## src/rtl/sconv_pkg.sv

```systemverilog
package sconv_pkg;

    localparam int RES_W  = 14;
    localparam int BYTE_W = 8;
    localparam int HI_W   = RES_W - BYTE_W;

    typedef logic [RES_W-1:0] word_t;

    typedef enum logic {
        START_STROBE = 1'b0,
        START_CSEL   = 1'b1
    } start_mode_e;

    // Qualified bus events for one clock cycle
    typedef struct packed {
        logic launch_req;    // request that would start a conversion
        logic conflict_req;  // request that is illegal while converting
        logic acc_fall;      // a read access has just opened
    } evt_t;

    // Place the result on the bus in the selected format
    function automatic word_t pack_bus(word_t w, logic byte_fmt, logic hi);
        word_t o;
        o = '0;
        if (!byte_fmt)
            o = w;
        else if (hi)
            o[HI_W-1:0] = w[RES_W-1:BYTE_W];
        else
            o[BYTE_W-1:0] = w[BYTE_W-1:0];
        return o;
    endfunction

endpackage

```

## src/rtl/sconv_evt.sv

```systemverilog
module sconv_evt
    import sconv_pkg::*;
(
    input  logic        clk,
    input  start_mode_e mode,
    input  logic        start_n,
    input  logic        cs_n,
    input  logic        rd_n,
    input  logic        hbyte_sel,
    output evt_t        evt
);

    logic start_n_q;
    logic cs_n_q;
    logic acc_q;
    logic acc;
    logic strobe_rise;
    logic cs_fall;

    assign acc = ~cs_n & ~rd_n;

    // Previous-cycle samples for edge detection
    always_ff @(posedge clk) begin
        start_n_q <= start_n;
        cs_n_q    <= cs_n;
        acc_q     <= acc;
    end

    assign strobe_rise = start_n & ~start_n_q;
    assign cs_fall     = cs_n_q & ~cs_n;

    always_comb begin
        evt.acc_fall = acc & ~acc_q;
        if (mode == START_CSEL) begin
            evt.launch_req   = cs_fall & ~hbyte_sel;
            evt.conflict_req = cs_fall;
        end else begin
            evt.launch_req   = strobe_rise;
            evt.conflict_req = strobe_rise | evt.acc_fall;
        end
    end

endmodule

```

## src/rtl/sconv_timer.sv

```systemverilog
module sconv_timer #(
    parameter int CONV_CYCLES = 20
) (
    input  logic clk,
    input  logic rst,
    input  logic launch,
    output logic active,
    output logic done
);

    localparam int CW = (CONV_CYCLES < 2) ? 1 : $clog2(CONV_CYCLES);
    localparam logic [CW-1:0] LAST = CW'(CONV_CYCLES - 1);

    logic [CW-1:0] cnt;

    always_ff @(posedge clk) begin
        if (rst) begin
            active <= 1'b0;
            cnt    <= '0;
        end else if (launch) begin
            active <= 1'b1;
            cnt    <= '0;
        end else if (active) begin
            if (cnt == LAST)
                active <= 1'b0;
            else
                cnt <= cnt + 1'b1;
        end
    end

    assign done = active & (cnt == LAST);

endmodule

```

## src/rtl/sconv_status.sv

```systemverilog
module sconv_status
    import sconv_pkg::*;
#(
    parameter logic PWRUP_IRQ = 1'b1
) (
    input  logic        clk,
    input  logic        rst,
    input  start_mode_e mode,
    input  logic        active,
    input  logic        done,
    input  logic        acc_fall,
    input  logic        conflict_req,
    output logic        stat_n,
    output logic        proto_err
);

    logic irq_pend;

    always_ff @(posedge clk) begin
        if (rst) begin
            irq_pend  <= PWRUP_IRQ;
            proto_err <= 1'b0;
        end else begin
            // End of conversion outranks a read opening at the same edge
            if (done && mode == START_STROBE)
                irq_pend <= 1'b1;
            else if (acc_fall)
                irq_pend <= 1'b0;
            if (active && conflict_req)
                proto_err <= 1'b1;
        end
    end

    assign stat_n = (mode == START_CSEL) ? ~active : ~irq_pend;

endmodule

```

## src/rtl/sconv_busmux.sv

```systemverilog
module sconv_busmux
    import sconv_pkg::*;
(
    input  word_t result,
    input  logic  byte_fmt,
    input  logic  hbyte_sel,
    input  logic  cs_n,
    input  logic  rd_n,
    output word_t bus_q,
    output logic  bus_oe
);

    assign bus_oe = ~cs_n & ~rd_n;
    assign bus_q  = bus_oe ? pack_bus(result, byte_fmt, hbyte_sel) : '0;

endmodule

```

## src/rtl/sconv_bus_ctrl.sv

```systemverilog
module sconv_bus_ctrl
    import sconv_pkg::*;
#(
    parameter int   CONV_CYCLES = 20,
    parameter logic PWRUP_IRQ   = 1'b1
) (
    input  logic             clk,
    input  logic             rst,
    input  logic             csel_mode,
    input  logic             byte_fmt,
    input  logic             start_n,
    input  logic             cs_n,
    input  logic             rd_n,
    input  logic             hbyte_sel,
    input  logic [RES_W-1:0] sample_in,
    output logic             stat_n,
    output logic             hold,
    output logic [RES_W-1:0] bus_q,
    output logic             bus_oe,
    output logic             proto_err
);

    start_mode_e mode;
    evt_t        evt;
    logic        launch;
    logic        active;
    logic        done;
    word_t       held_word;
    word_t       result;

    assign mode = start_mode_e'(csel_mode);

    sconv_evt u_evt (
        .clk       (clk),
        .mode      (mode),
        .start_n   (start_n),
        .cs_n      (cs_n),
        .rd_n      (rd_n),
        .hbyte_sel (hbyte_sel),
        .evt       (evt)
    );

    // A start request is honoured only when idle
    assign launch = evt.launch_req & ~active;

    sconv_timer #(.CONV_CYCLES(CONV_CYCLES)) u_timer (
        .clk    (clk),
        .rst    (rst),
        .launch (launch),
        .active (active),
        .done   (done)
    );

    always_ff @(posedge clk) begin
        if (rst) begin
            held_word <= '0;
            result    <= '0;
        end else begin
            if (launch)
                held_word <= sample_in;
            if (done)
                result <= held_word;
        end
    end

    sconv_status #(.PWRUP_IRQ(PWRUP_IRQ)) u_status (
        .clk          (clk),
        .rst          (rst),
        .mode         (mode),
        .active       (active),
        .done         (done),
        .acc_fall     (evt.acc_fall),
        .conflict_req (evt.conflict_req),
        .stat_n       (stat_n),
        .proto_err    (proto_err)
    );

    sconv_busmux u_mux (
        .result    (result),
        .byte_fmt  (byte_fmt),
        .hbyte_sel (hbyte_sel),
        .cs_n      (cs_n),
        .rd_n      (rd_n),
        .bus_q     (bus_q),
        .bus_oe    (bus_oe)
    );

    assign hold = active;

endmodule

```

## config.mk

```make
export PLATFORM = sky130hd
export DESIGN_NAME = sconv_bus_ctrl
export DESIGN_NICKNAME = d
export VERILOG_FILES = /design/src/rtl/sconv_pkg.sv /design/src/rtl/sconv_evt.sv /design/src/rtl/sconv_timer.sv /design/src/rtl/sconv_status.sv /design/src/rtl/sconv_busmux.sv /design/src/rtl/sconv_bus_ctrl.sv
export SDC_FILE = /design/constraint.sdc
export NUM_CORES = 1
export LEC_CHECK = 0
export BUFFER_PORTS_ARGS = -buffer_cell sky130_fd_sc_hd__buf_4
export CAP_MARGIN = 20
export CORE_UTILIZATION = 40
export DETAILED_ROUTE_END_ITERATION = 8
export PLACE_DENSITY = 0.62
export SYNTH_ARGS = -nofsm -noshare
export SYNTH_HDL_FRONTEND = slang
export SYNTH_SLANG_ARGS = --single-unit
```

## constraint.sdc

```tcl
create_clock -name clk -period 2.28 [get_ports clk]
set_clock_uncertainty 0.2 [all_clocks]
set_input_delay 0.456 -clock clk [delete_from_list [all_inputs] [get_ports clk]]
set_output_delay 0.456 -clock clk [all_outputs]
set_load 0.02 [all_outputs]
```

# After elaboration in Yosys (flattened, before gate mapping)
# Index checks and enable logic that the tools add are counted.
[word_totals]
ff_bits = 39
wordCells = 43
out_inout_bits = 18
input_bits = 22
[op_classes]
reduce_logical = 5
bitwise_logic = 17
eq_ne = 1
add_sub_neg = 1
muxes = 10
[ops]
columns = ["operator", "count"]
rows = [
  ["$mux W14", 1],
  ["$mux W6", 2],
  ["$not A1 Y1", 9],
  ["$mux W8", 1],
  ["$and A1 B1 Y1", 7],
  ["$add A5 B1 Y5 const B", 1],
  ["$eq A5 B5 Y1 const B", 1],
  ["$mux W1", 4],
  ["$mux W2", 2],
  ["$reduce_or A2 Y1", 2],
  ["$logic_and A1 B1 Y1", 2],
  ["$reduce_and A2 Y1", 1],
  ["$or A1 B1 Y1", 1],
]

# Logic depth before layout (Yosys ltp)
# Gate-level depths: netlist of the first run.
[logic_depth]
word_depth = 7
mapped_depth = 7
mapped_depth_nobuf = 5

# Hierarchy
# From an unflattened synthesis of the first run, not the netlist that was laid out.
[hier_totals]
hier_cells = 190
hier_area_um2 = 1915.6
[by_module_without_submodules]
columns = ["module", "n_inst", "cells_per_inst", "area_each_um2", "seq_area_each_um2"]
rows = [
  ["sconv_bus_ctrl", 1, 108, 1183.6, 560.5],
  ["sconv_timer", 1, 30, 301.5, 120.1],
  ["sconv_busmux", 1, 33, 239.0, 0.0],
  ["sconv_evt", 1, 11, 115.1, 60.1],
  ["sconv_status", 1, 8, 76.3, 40.0],
]

# Worst setup path after synthesis of the first run
# Ideal clock, no wire load.
[synth_timing]
kind = "input port to output port"
from = "input rd_n"
to = "output bus_q[6]"
path_stages = 4
n_path_buf = 1
setup_slack_ps = 242
t_arrival_ps = 1382
required_ps = 1624
cell_sequence = "or2_2 clkbuf_1 inv_1 and3_1"
[synth_between]
elab_chain_cells = 3
[synth_lines]
columns = ["element", "line_no", "source"]
rows = [
  ["start: declaration", "sconv_bus_ctrl.sv:13", "input logic rd_n,"],
  ["$not A1 Y1", "sconv_busmux.sv:13", "assign bus_oe = ~cs_n & ~rd_n;"],
  ["$and A1 B1 Y1", "sconv_busmux.sv:13", ""],
  ["net bus_oe", "sconv_bus_ctrl.sv:19", "output logic bus_oe,"],
  ["$mux W14", "sconv_busmux.sv:14", "assign bus_q = bus_oe ? pack_bus(result, byte_fmt, hbyte_sel) : '0;"],
  ["end: declaration", "sconv_bus_ctrl.sv:18", "output logic [RES_W-1:0] bus_q,"],
]
# The timed path passes the listed nets, and every way through them passes these cells.

# Worst setup path after layout of the first run
[layout_timing]
from = "input rd_n"
to = "output bus_q[10]"
[layout_between]
elab_chain_cells = 3
[layout_lines]
columns = ["element", "line_no"]
rows = [
  ["$not A1 Y1", "sconv_busmux.sv:13"],
  ["$and A1 B1 Y1", "sconv_busmux.sv:13"],
  ["$mux W14", "sconv_busmux.sv:14"],
]
# Every way passes these cells.

==> impl_metrics.csv, run 1 <==
group,metric,value,unit
setup_path,start_kind,"input port",
setup_path,worstPathMaxFanout,8,
setup_path,worst_path_largest_cell_delay,0.36,ns
routing,wl_met1,1700,um
timing,finalSetupTns,0,ns
final_layout,final_common_cell,"buf_4",
timing,fmax,469,MHz
final_layout,diodes,0,
floorplan,ioPinCount,40,
clocking,cts_tree,"yes",
logic_synthesis,syn_avg_cell_area,8.73,um^2
routing,wl_met3,134,um
clocking,cts_resized,0,
power_and_ir_drop,p_leak,0.855,nW
routing,topRoutingLayerUsed,"met4",
setup_path,cp_slowest_cell,"or2_2",
timing,fin_crit,2.13,ns
global_route,grt_max_degree,51,
clocking,cts_max_level,2,
power_and_ir_drop,intPower,1.03,mW
routing,antenna_left,0,
floorplan,start_util,42.9,%
timing,max_slew_margin,65.8,%
final_layout,postLayoutCoreUtil,52.6,%
global_route,grt_overflow,0,
final_layout,drive_above_1_share,23.9,%
power_and_ir_drop,p_sw_share,24.2,%
logic_synthesis,yosysSeqAreaShare,44.3,%
setup_path,cp-end-kind,"output pin",
global_route,antenna_found_initial,0,
timing,worst_pin_slew,0.514,ns
logic_synthesis,ys_ff_latch,39,
routing,first_pass_iters,4,
routing,drt_wl_total,3450,um
logic_synthesis,syn_nets,225,
floorplan,std_cell_rows,23,
routing,vias_per_cell,4.73,
power_and_ir_drop,clkPwrFrac,35.8,%
final_layout,multiInputGateArea,881,um^2
clocking,clk_path_buf_depth,2,
final_layout,nNetsFinal,260,
power_and_ir_drop,p_sw,0.330,mW
logic_synthesis,synth.distinct_cells,29,
placed_design,finalWeightedCongestion,0.816,
clocking,holdBufCountCts,0,
setup_path,r2r-start,"u_timer.cnt[0]$_SDFFE_PP0P_",
final_layout,layout_common_cells,"41 x buf_4, 39 x dfxtp_1, 36 x nand2_1",
global_route,grt_pass1_vias,1179,
final_layout,fillers,409,
setup_path,critPathKind,"in -> out",
clocking,cts_buffers,5,
hold_path,hp-class,"in -> reg",
hold_path,worstHoldStart,"start_n",
timing,grt_setup_unrepaired,"no",
logic_synthesis,yosys_warnings,0,
clocking,clock_sinks,39,
power_and_ir_drop,powerDensity,629,nW/um^2
routing,drcViolationCount,0,
global_route,grt_usage,15.6,%
logic_synthesis,synth_edf_count,0,
logic_synthesis,yosys.area.top_type,"dfxtp_1",
floorplan,die_area,4680,um^2
routing,route.met2.wl,1600,um
floorplan,die-width,68.4,um
setup_path,cp_top_family,"simple AND/OR/NAND/NOR gates",
power_and_ir_drop,pwr-share-comb,11.3,%
logic_synthesis,netlist_area,1760,um^2
power_and_ir_drop,pwr-share-seq,52.9,%
power_and_ir_drop,peakVddDrop,431,uV
clocking,path_clk_slew,0.07,ns
timing,slew_violations,0,
setup_path,cp_cell_sequence,"buf_4 -> or2_2 -> nor2_1 -> and2_1 -> buf_4",
logic_synthesis,ys.flop_type,"dfxtp_1",
setup_path,path_buf_inv,2,
routing,wl_per_cell,12.0,um
setup_path,cp.required,1.62,ns
global_route,grt_first_pass_wirelength,5290,um
setup_path,cp_common_cell,"buf_4",
routing,num_vias,1363,
final_layout,syn_to_final_growth,22.8,%
clocking,postCtsSetupRepairBufs,0,
logic_synthesis,syn_inst,202,
timing,hold_viol_final,0,
timing,finalSetupViolCount,0,
power_and_ir_drop,finalPower,1.36,mW
logic_synthesis,synth_top_area_share,44.3,%
run_status,status,"completed",
setup_path,crit_arrival,1.47,ns
placed_design,port_buffers,39,
flow_run,maxCapViolations,0,
placed_design,hpwl,2380,um
logic_synthesis,ys_async_sr_fraction,0,%
clocking,cts_root_buf,"clkbuf_8",
routing,drt_iter0_markers,63,
timing,period_share,93.4,%
setup_path,crit_start,"rd_n",
clocking,insertion_delay,0.29,ns
floorplan,die_y,68.4,um
final_layout,regArea,781,um^2
floorplan,core_area,4120,um^2
logic_synthesis,yosys-top-cells-area,"dfxtp_1 44%, nand2b_1 11%, mux2i_1 9.1%, nand2_1 7.7%, a21oi_1 7.1%",
-- cell usage after synthesis, types with 3 or more instances --
master,instances
and2_1,6
nand3_1,6
a21oi_1,25
buf_6,3
inv_1,4
mux2i_1,16
nand2b_1,30
buf_2,3
xor2_1,3
dfxtp_1,39
clkbuf_1,7
nand2_1,36
nor3_1,5
-- layer usage --
layer	global-route usage, %	up-vias
li1	-	730
met1	18.6	604
met2	26.0	27
met3	5.00	2
met4	5.47	0
met5	0	-
-- registers in the layout, indices dropped and copies added (netlist names) --
| name | count |
|---|---|
| u_timer.cnt | 5 |
| held_word | 14 |
| u_evt.cs_n_q | 1 |
| u_status.proto_err | 1 |
| u_evt.acc_q | 1 |
| u_timer.active | 1 |
| u_evt.start_n_q | 1 |
| u_status.irq_pend | 1 |
| result | 14 |
-- metrics by stage --
stage               area (um^2)  setup slack, ns  hold slack [ns]  instances
finish                     2170            0.150           0.0805        288
global route               2170            0.116           0.0702        288
CTS                        2170            0.164           0.0719        288
detailed placement         2070            0.171            0.238        280
global placement           2070            0.187            0.237        280
floorplan                  1760            0.242            0.232        202
-- final cells by class --
| type | instances | area share, % |
|---|---|---|
| repair buffers | 42 | 15.1 |
| inverters | 4 | 0.693 |
| flip-flops and latches | 39 | 36.0 |
| clock inverters | 2 | 0.751 |
| multi-input cells | 145 | 40.7 |
| clock buffers | 6 | 3.81 |
| well taps | 50 | 2.89 |
-- power groups by stage --
stage / sequential [mW] / combinational [mW] / clock [mW]
6_report: 0.721 / 0.153 / 0.488
5_1_grt: 0.725 / 0.168 / 0.531
4_1_cts: 0.721 / 0.155 / 0.506
3_5_place_dp: 0.737 / 0.154 / 0
3_3_place_gp: 0.737 / 0.154 / 0
2_1_floorplan: 0.737 / 0.100 / 0
-- final timing paths --
check / end / slack [ns] / depth (start not counted)
setup / recovery: bus_q[10] / 0.15 / 5
hold reg to reg: u_status.proto_err$_SDFFE_PP0P_ / 0.25 / 2
hold / removal: u_evt.start_n_q$_DFF_P_ / 0.08 / 1
setup reg to reg: result[13]$_SDFFE_PP0P_ / 0.43 / 5
-- kinds of logic (layout without fill, tap and decap cells) --
logic type	after synthesis	count (layout)	share of synthesized area, %
flops	39	39	44.3
buf+inv	18	54	6.24
xor+xnor	3	3	1.49
compound gates	30	30	9.72
mux	16	16	9.08
simple gates	95	95	28.5
fa+ha+maj	1	1	0.709
No activity file was read; power rests on OpenSTA's default activity.
==> run 2, diff against run 1 <==
--- a/config.mk
+++ b/config.mk
@@ -7,9 +7,11 @@
 export LEC_CHECK = 0
 export BUFFER_PORTS_ARGS = -buffer_cell sky130_fd_sc_hd__buf_4
 export CAP_MARGIN = 20
-export CORE_UTILIZATION = 40
+export CELL_PAD_IN_SITES_DETAIL_PLACEMENT = 1
+export CELL_PAD_IN_SITES_GLOBAL_PLACEMENT = 2
+export CORE_UTILIZATION = 31
 export DETAILED_ROUTE_END_ITERATION = 8
-export PLACE_DENSITY = 0.62
+export PLACE_DENSITY_LB_ADDON = 0.1
 export SYNTH_ARGS = -nofsm -noshare
 export SYNTH_HDL_FRONTEND = slang
 export SYNTH_SLANG_ARGS = --single-unit
==> constraint.sdc (replaced) <==
create_clock -name clk -period 2.28 [get_ports clk]
set_clock_uncertainty 0.2 [all_clocks]
set_input_delay 0.228 -clock clk [delete_from_list [all_inputs] [get_ports clk]]
set_output_delay 0.228 -clock clk [all_outputs]
set_load 0.02 [all_outputs]
==> impl_metrics.csv, run 2 (synthesis results as in run 1) <==
group,metric,value,unit
run_status,status,"completed",
routing,vias_per_cell,4.65,
global_route,grt_pass1_vias,1467,
clocking,clk_path_buf_depth,2,
setup_path,cp-end-kind,"output pin",
routing,wl_met1,2040,um
final_layout,nNetsFinal,263,
hold_path,whs_path_depth,3,
timing,whs,0.00862,ns
setup_path,cp.required,1.85,ns
setup_path,r2r_cells,5,
final_layout,diodes,0,
setup_path,cp_slowest_cell,"dlygate4sd3_1",
floorplan,die_area,6000,um^2
final_layout,final_area,2210,um^2
global_route,grt_overflow,0,
setup_path,worst_path_largest_cell_delay,0.54,ns
timing,finalSetupViolCount,0,
final_layout,drive_above_1_share,23.2,%
hold_path,min_to,"held_word[11]$_SDFFE_PP0P_",
timing,worst_pin_slew,0.493,ns
final_layout,final_common_cell,"buf_4",
routing,route.met2.wl,1900,um
timing,slew_violations,0,
clocking,postCtsSetupRepairBufs,0,
clocking,cts_max_level,2,
routing,num_vias,1456,
hold_path,worstHoldStart,"sample_in[11]",
floorplan,start_util,32.0,%
power_and_ir_drop,powerDensity,628,nW/um^2
power_and_ir_drop,p_leak,0.866,nW
setup_path,start_kind,"input port",
setup_path,cp_cell_sequence,"dlygate4sd3_1 -> buf_4 -> or2_2 -> inv_1 -> and3_1 -> buf_4",
routing,drt_wl_total,4180,um
routing,drcViolationCount,0,
routing,wl_per_cell,13.4,um
final_layout,layout_common_cells,"41 x buf_4, 39 x dfxtp_1, 36 x nand2_1",
setup_path,cp_common_cell,"buf_4",
clocking,cts_tree,"yes",
setup_path,worstPathMaxFanout,8,
clocking,path_clk_slew,0.08,ns
placed_design,finalWeightedCongestion,0.798,
final_layout,syn_to_final_growth,25.2,%
routing,drt_iter0_markers,54,
global_route,grt_first_pass_wirelength,7000,um
clocking,cts_root_buf,"clkbuf_8",
setup_path,path_buf_inv,4,
clocking,cts_buffers,5,
timing,hold_viol_final,0,
power_and_ir_drop,peakVddDrop,221,uV
floorplan,die-width,77.4,um
global_route,grt_usage,14.7,%
power_and_ir_drop,finalPower,1.39,mW
routing,first_pass_iters,4,
hold_path,hp-class,"in -> reg",
routing,antenna_left,0,
final_layout,postLayoutCoreUtil,40.1,%
setup_path,critPathKind,"in -> out",
routing,wl_met3,196,um
placed_design,port_buffers,39,
global_route,grt_max_degree,51,
flow_run,maxCapViolations,0,
placed_design,hpwl,3030,um
floorplan,std_cell_rows,27,
timing,max_slew_margin,67.1,%
floorplan,die_y,77.4,um
final_layout,top_regs,"held_word: 14 flops, result: 14 flops, u_timer.cnt: 5 flops",
placed_design,placed_area,2070,um^2
setup_path,r2r-start,"u_timer.cnt[0]$_SDFFE_PP0P_",
setup_path,cp_top_family,"buffers and inverters",
timing,grt_setup_unrepaired,"no",
routing,topRoutingLayerUsed,"met4",
timing,fmax,457,MHz
floorplan,ioPinCount,40,
clocking,insertion_delay,0.28,ns
global_route,antenna_found_initial,0,
timing,fin_crit,2.19,ns
floorplan,core_area,5510,um^2
timing,finalSetupTns,0,ns
setup_path,crit_arrival,1.76,ns
clocking,clock_sinks,39,
setup_path,rrSetupSlack,0.37,ns
timing,period_share,96.0,%
setup_path,reg2reg_to,"result[13]$_SDFFE_PP0P_",
[run 2: area by class of cell]
type / count / area (um^2)
Multi-Input combinational cell: 145 / 876
Clock buffer: 8 / 100
Timing Repair Buffer: 45 / 348
Sequential cell: 39 / 781
Tap cell: 72 / 90.1
Inverter: 4 / 15.0
Fill cell: 659 / 3300
[run 2: where the power goes]
group / internal, mW / switching (mW) / total [mW]
registers: 0.707 / 0.0182 / 0.725
clock network: 0.276 / 0.235 / 0.511
logic: 0.0767 / 0.0733 / 0.150
[run 2: how the worst max path moves through the flow]
stage / endpoint / startpoint / slack [ns] / cells past startpoint
finish: bus_q[6] / cs_n / 0.09 / 6
global route: bus_q[6] / cs_n / 0.02 / 6
floorplan: result[4]$_SDFFE_PP0P_ / u_timer.active$_SDFF_PP0_ / 0.50 / 7
CTS: bus_q[12] / cs_n / 0.04 / 6
global placement: result[13]$_SDFFE_PP0P_ / u_timer.cnt[0]$_SDFFE_PP0P_ / 0.49 / 5
detailed placement: result[13]$_SDFFE_PP0P_ / u_timer.cnt[0]$_SDFFE_PP0P_ / 0.36 / 5
[run 2: repair_timing]
action,4_1_cts,5_1_grt
endpoints found under the hold margin,4,0
endpoints found under the setup margin,0,6
hold buffers,4,0
gates resized for setup,0,1
[run 2: per-stage QoR]
stage          std cells  setup WS (ns)
6_report             313         0.0906
5_1_grt              313         0.0205
4_1_cts              313         0.0375
3_5_place_dp         301          0.359
3_3_place_gp         301          0.490
2_1_floorplan        202          0.499
[run 2: worst reg2reg max path, stage by stage, from the launching register on]
cell and delay, ns:
dfxtp_1 0.39, ha_1 0.23, nand2_1 0.12, or3_1 0.60, nand2_1 0.18, a21oi_1 0.08
[run 2: metal layers]
metal | GRT usage [%] | vias to the layer above
li1 | - | 738
met1 | 19.0 | 680
met2 | 23.4 | 34
met3 | 4.47 | 4
met4 | 4.72 | 0
met5 | 0 | -
==> run 3, diff against run 2 <==
--- a/config.mk
+++ b/config.mk
@@ -11,7 +11,7 @@
 export CELL_PAD_IN_SITES_GLOBAL_PLACEMENT = 2
 export CORE_UTILIZATION = 31
 export DETAILED_ROUTE_END_ITERATION = 8
-export PLACE_DENSITY_LB_ADDON = 0.1
+export PLACE_DENSITY = 0.78
 export SYNTH_ARGS = -nofsm -noshare
 export SYNTH_HDL_FRONTEND = slang
 export SYNTH_SLANG_ARGS = --single-unit
==> impl_metrics.csv, run 3 (synthesis results as in run 1) <==
group,metric,value,unit
global_route,antenna_found_initial,0,
floorplan,std_cell_rows,27,
final_layout,syn_to_final_growth,26.1,%
routing,antenna_left,0,
timing,finalSetupViolCount,0,
clocking,cts_tree,"yes",
final_layout,nNetsFinal,266,
clocking,clock_sinks,39,
global_route,grt_overflow,0,
clocking,clk_path_buf_depth,2,
floorplan,die_area,6000,um^2
timing,worst_pin_slew,0.493,ns
timing,slew_violations,0,
power_and_ir_drop,peakVddDrop,302,uV
timing,max_slew_margin,67.1,%
clocking,cts_root_buf,"clkbuf_8",
placed_design,hpwl,2690,um
routing,drt_iter0_markers,46,
final_layout,layout_common_cells,"41 x buf_4, 39 x dfxtp_1, 36 x nand2_1",
clocking,path_clk_slew,0.08,ns
setup_path,cp.required,1.85,ns
global_route,grt_first_pass_wirelength,6520,um
timing,period_share,94.3,%
setup_path,crit_arrival,1.72,ns
setup_path,cp-end-kind,"output pin",
placed_design,port_buffers,39,
global_route,grt_usage,13.7,%
setup_path,worstPathMaxFanout,8,
run_status,status,"completed",
setup_path,start_kind,"input port",
placed_design,dp_cells,301,
placed_design,finalWeightedCongestion,0.701,
routing,drcViolationCount,0,
floorplan,ioPinCount,40,
final_layout,diodes,0,
power_and_ir_drop,powerDensity,596,nW/um^2
power_and_ir_drop,p_leak,0.868,nW
final_layout,fin_cells,316,
routing,drt_wl_total,3830,um
routing,vias_per_cell,4.50,
floorplan,start_util,32.0,%
flow_run,maxCapViolations,0,
final_layout,top_regs,"held_word: 14 flops, result: 14 flops, u_timer.cnt: 5 flops",
timing,fmax,465,MHz
final_layout,drive_above_1_share,23.0,%
global_route,grt_pass1_vias,1380,
timing,hold_viol_final,0,
power_and_ir_drop,finalPower,1.33,mW
clocking,insertion_delay,0.29,ns
clocking,cts_buffers,5,
global_route,grt_max_degree,51,
floorplan,core_area,5510,um^2
timing,fin_crit,2.15,ns
routing,first_pass_iters,4,
floorplan,die_y,77.4,um
routing,wl_per_cell,12.1,um
hold_path,hp-class,"in -> reg",
timing,grt_setup_unrepaired,"no",
setup_path,critPathKind,"in -> out",
final_layout,final_common_cell,"buf_4",
timing,finalSetupTns,0,ns
placed_design,placed_area,2070,um^2
final_layout,final_area,2220,um^2
floorplan,die-width,77.4,um
routing,num_vias,1422,
clocking,cts_max_level,2,
==> run 3: final cells by class <==
| cell class | instances | area (um^2) |
|---|---|---|
| clock inverters | 2 | 12.5 |
| multi-input cells | 145 | 876 |
| clock buffers | 6 | 72.6 |
| inverters | 4 | 15.0 |
| well taps | 72 | 90.1 |
| repair buffers | 48 | 378 |
| flip-flops and latches | 39 | 781 |
| fillers | 672 | 3280 |
==> run 3: path summary, 6_finish.rpt <==
check	from	to	slack, ns	cells after the start
worst min-delay path	sample_in[13]	held_word[13]$_SDFFE_PP0P_	0.007	3
worst max register to register	u_timer.cnt[0]$_SDFFE_PP0P_	result[0]$_SDFFE_PP0P_	0.44	5
worst max-delay path	cs_n	bus_q[6]	0.13	6
worst min register to register	u_status.proto_err$_SDFFE_PP0P_	u_status.proto_err$_SDFFE_PP0P_	0.24	2
==> run 3: routing by layer <==
layer	vias to the layer above	track usage [%]	wire length, um
li1	750	-	-
met4	0	6.23	74
met3	6	3.06	164
met2	33	20.0	1570
met5	-	0	0
met1	633	19.1	2020
==> run 3: critical path, cell delays in order <==
cell and delay [ns]:
dlygate4sd3_1 0.53, buf_4 0.14, or2_2 0.34, inv_1 0.15
and3_1 0.18, buf_4 0.14
==> run 3: power by group <==
| part | leakage (nW) | internal [mW] | switching (mW) |
|---|---|---|---|
| combinational | 0.509 | 0.0798 | 0.0725 |
| clock | 0.0412 | 0.214 | 0.235 |
| sequential | 0.318 | 0.707 | 0.0174 |
==> run 3: repair_timing <==
| item | in CTS | in global routing |
|---|---|---|
| hold buffers | 7 | 0 |
| endpoints found under the hold margin | 7 | 0 |
| endpoints found under the setup margin | 0 | 6 |
| gates resized for setup | 0 | 1 |
| setup buffers | 0 | 0 |
==> run 3: through the flow <==
stage,setup WS [ns],utilization [%],hold WS (ns)
after floorplan,0.499,-,0.0557
after global placement,0.463,37.5,0.141
after detailed placement,0.409,37.5,0.143
after CTS,0.0764,40.4,0.000450
after global routing,0.0436,40.4,0.0172
final,0.129,40.4,0.00680
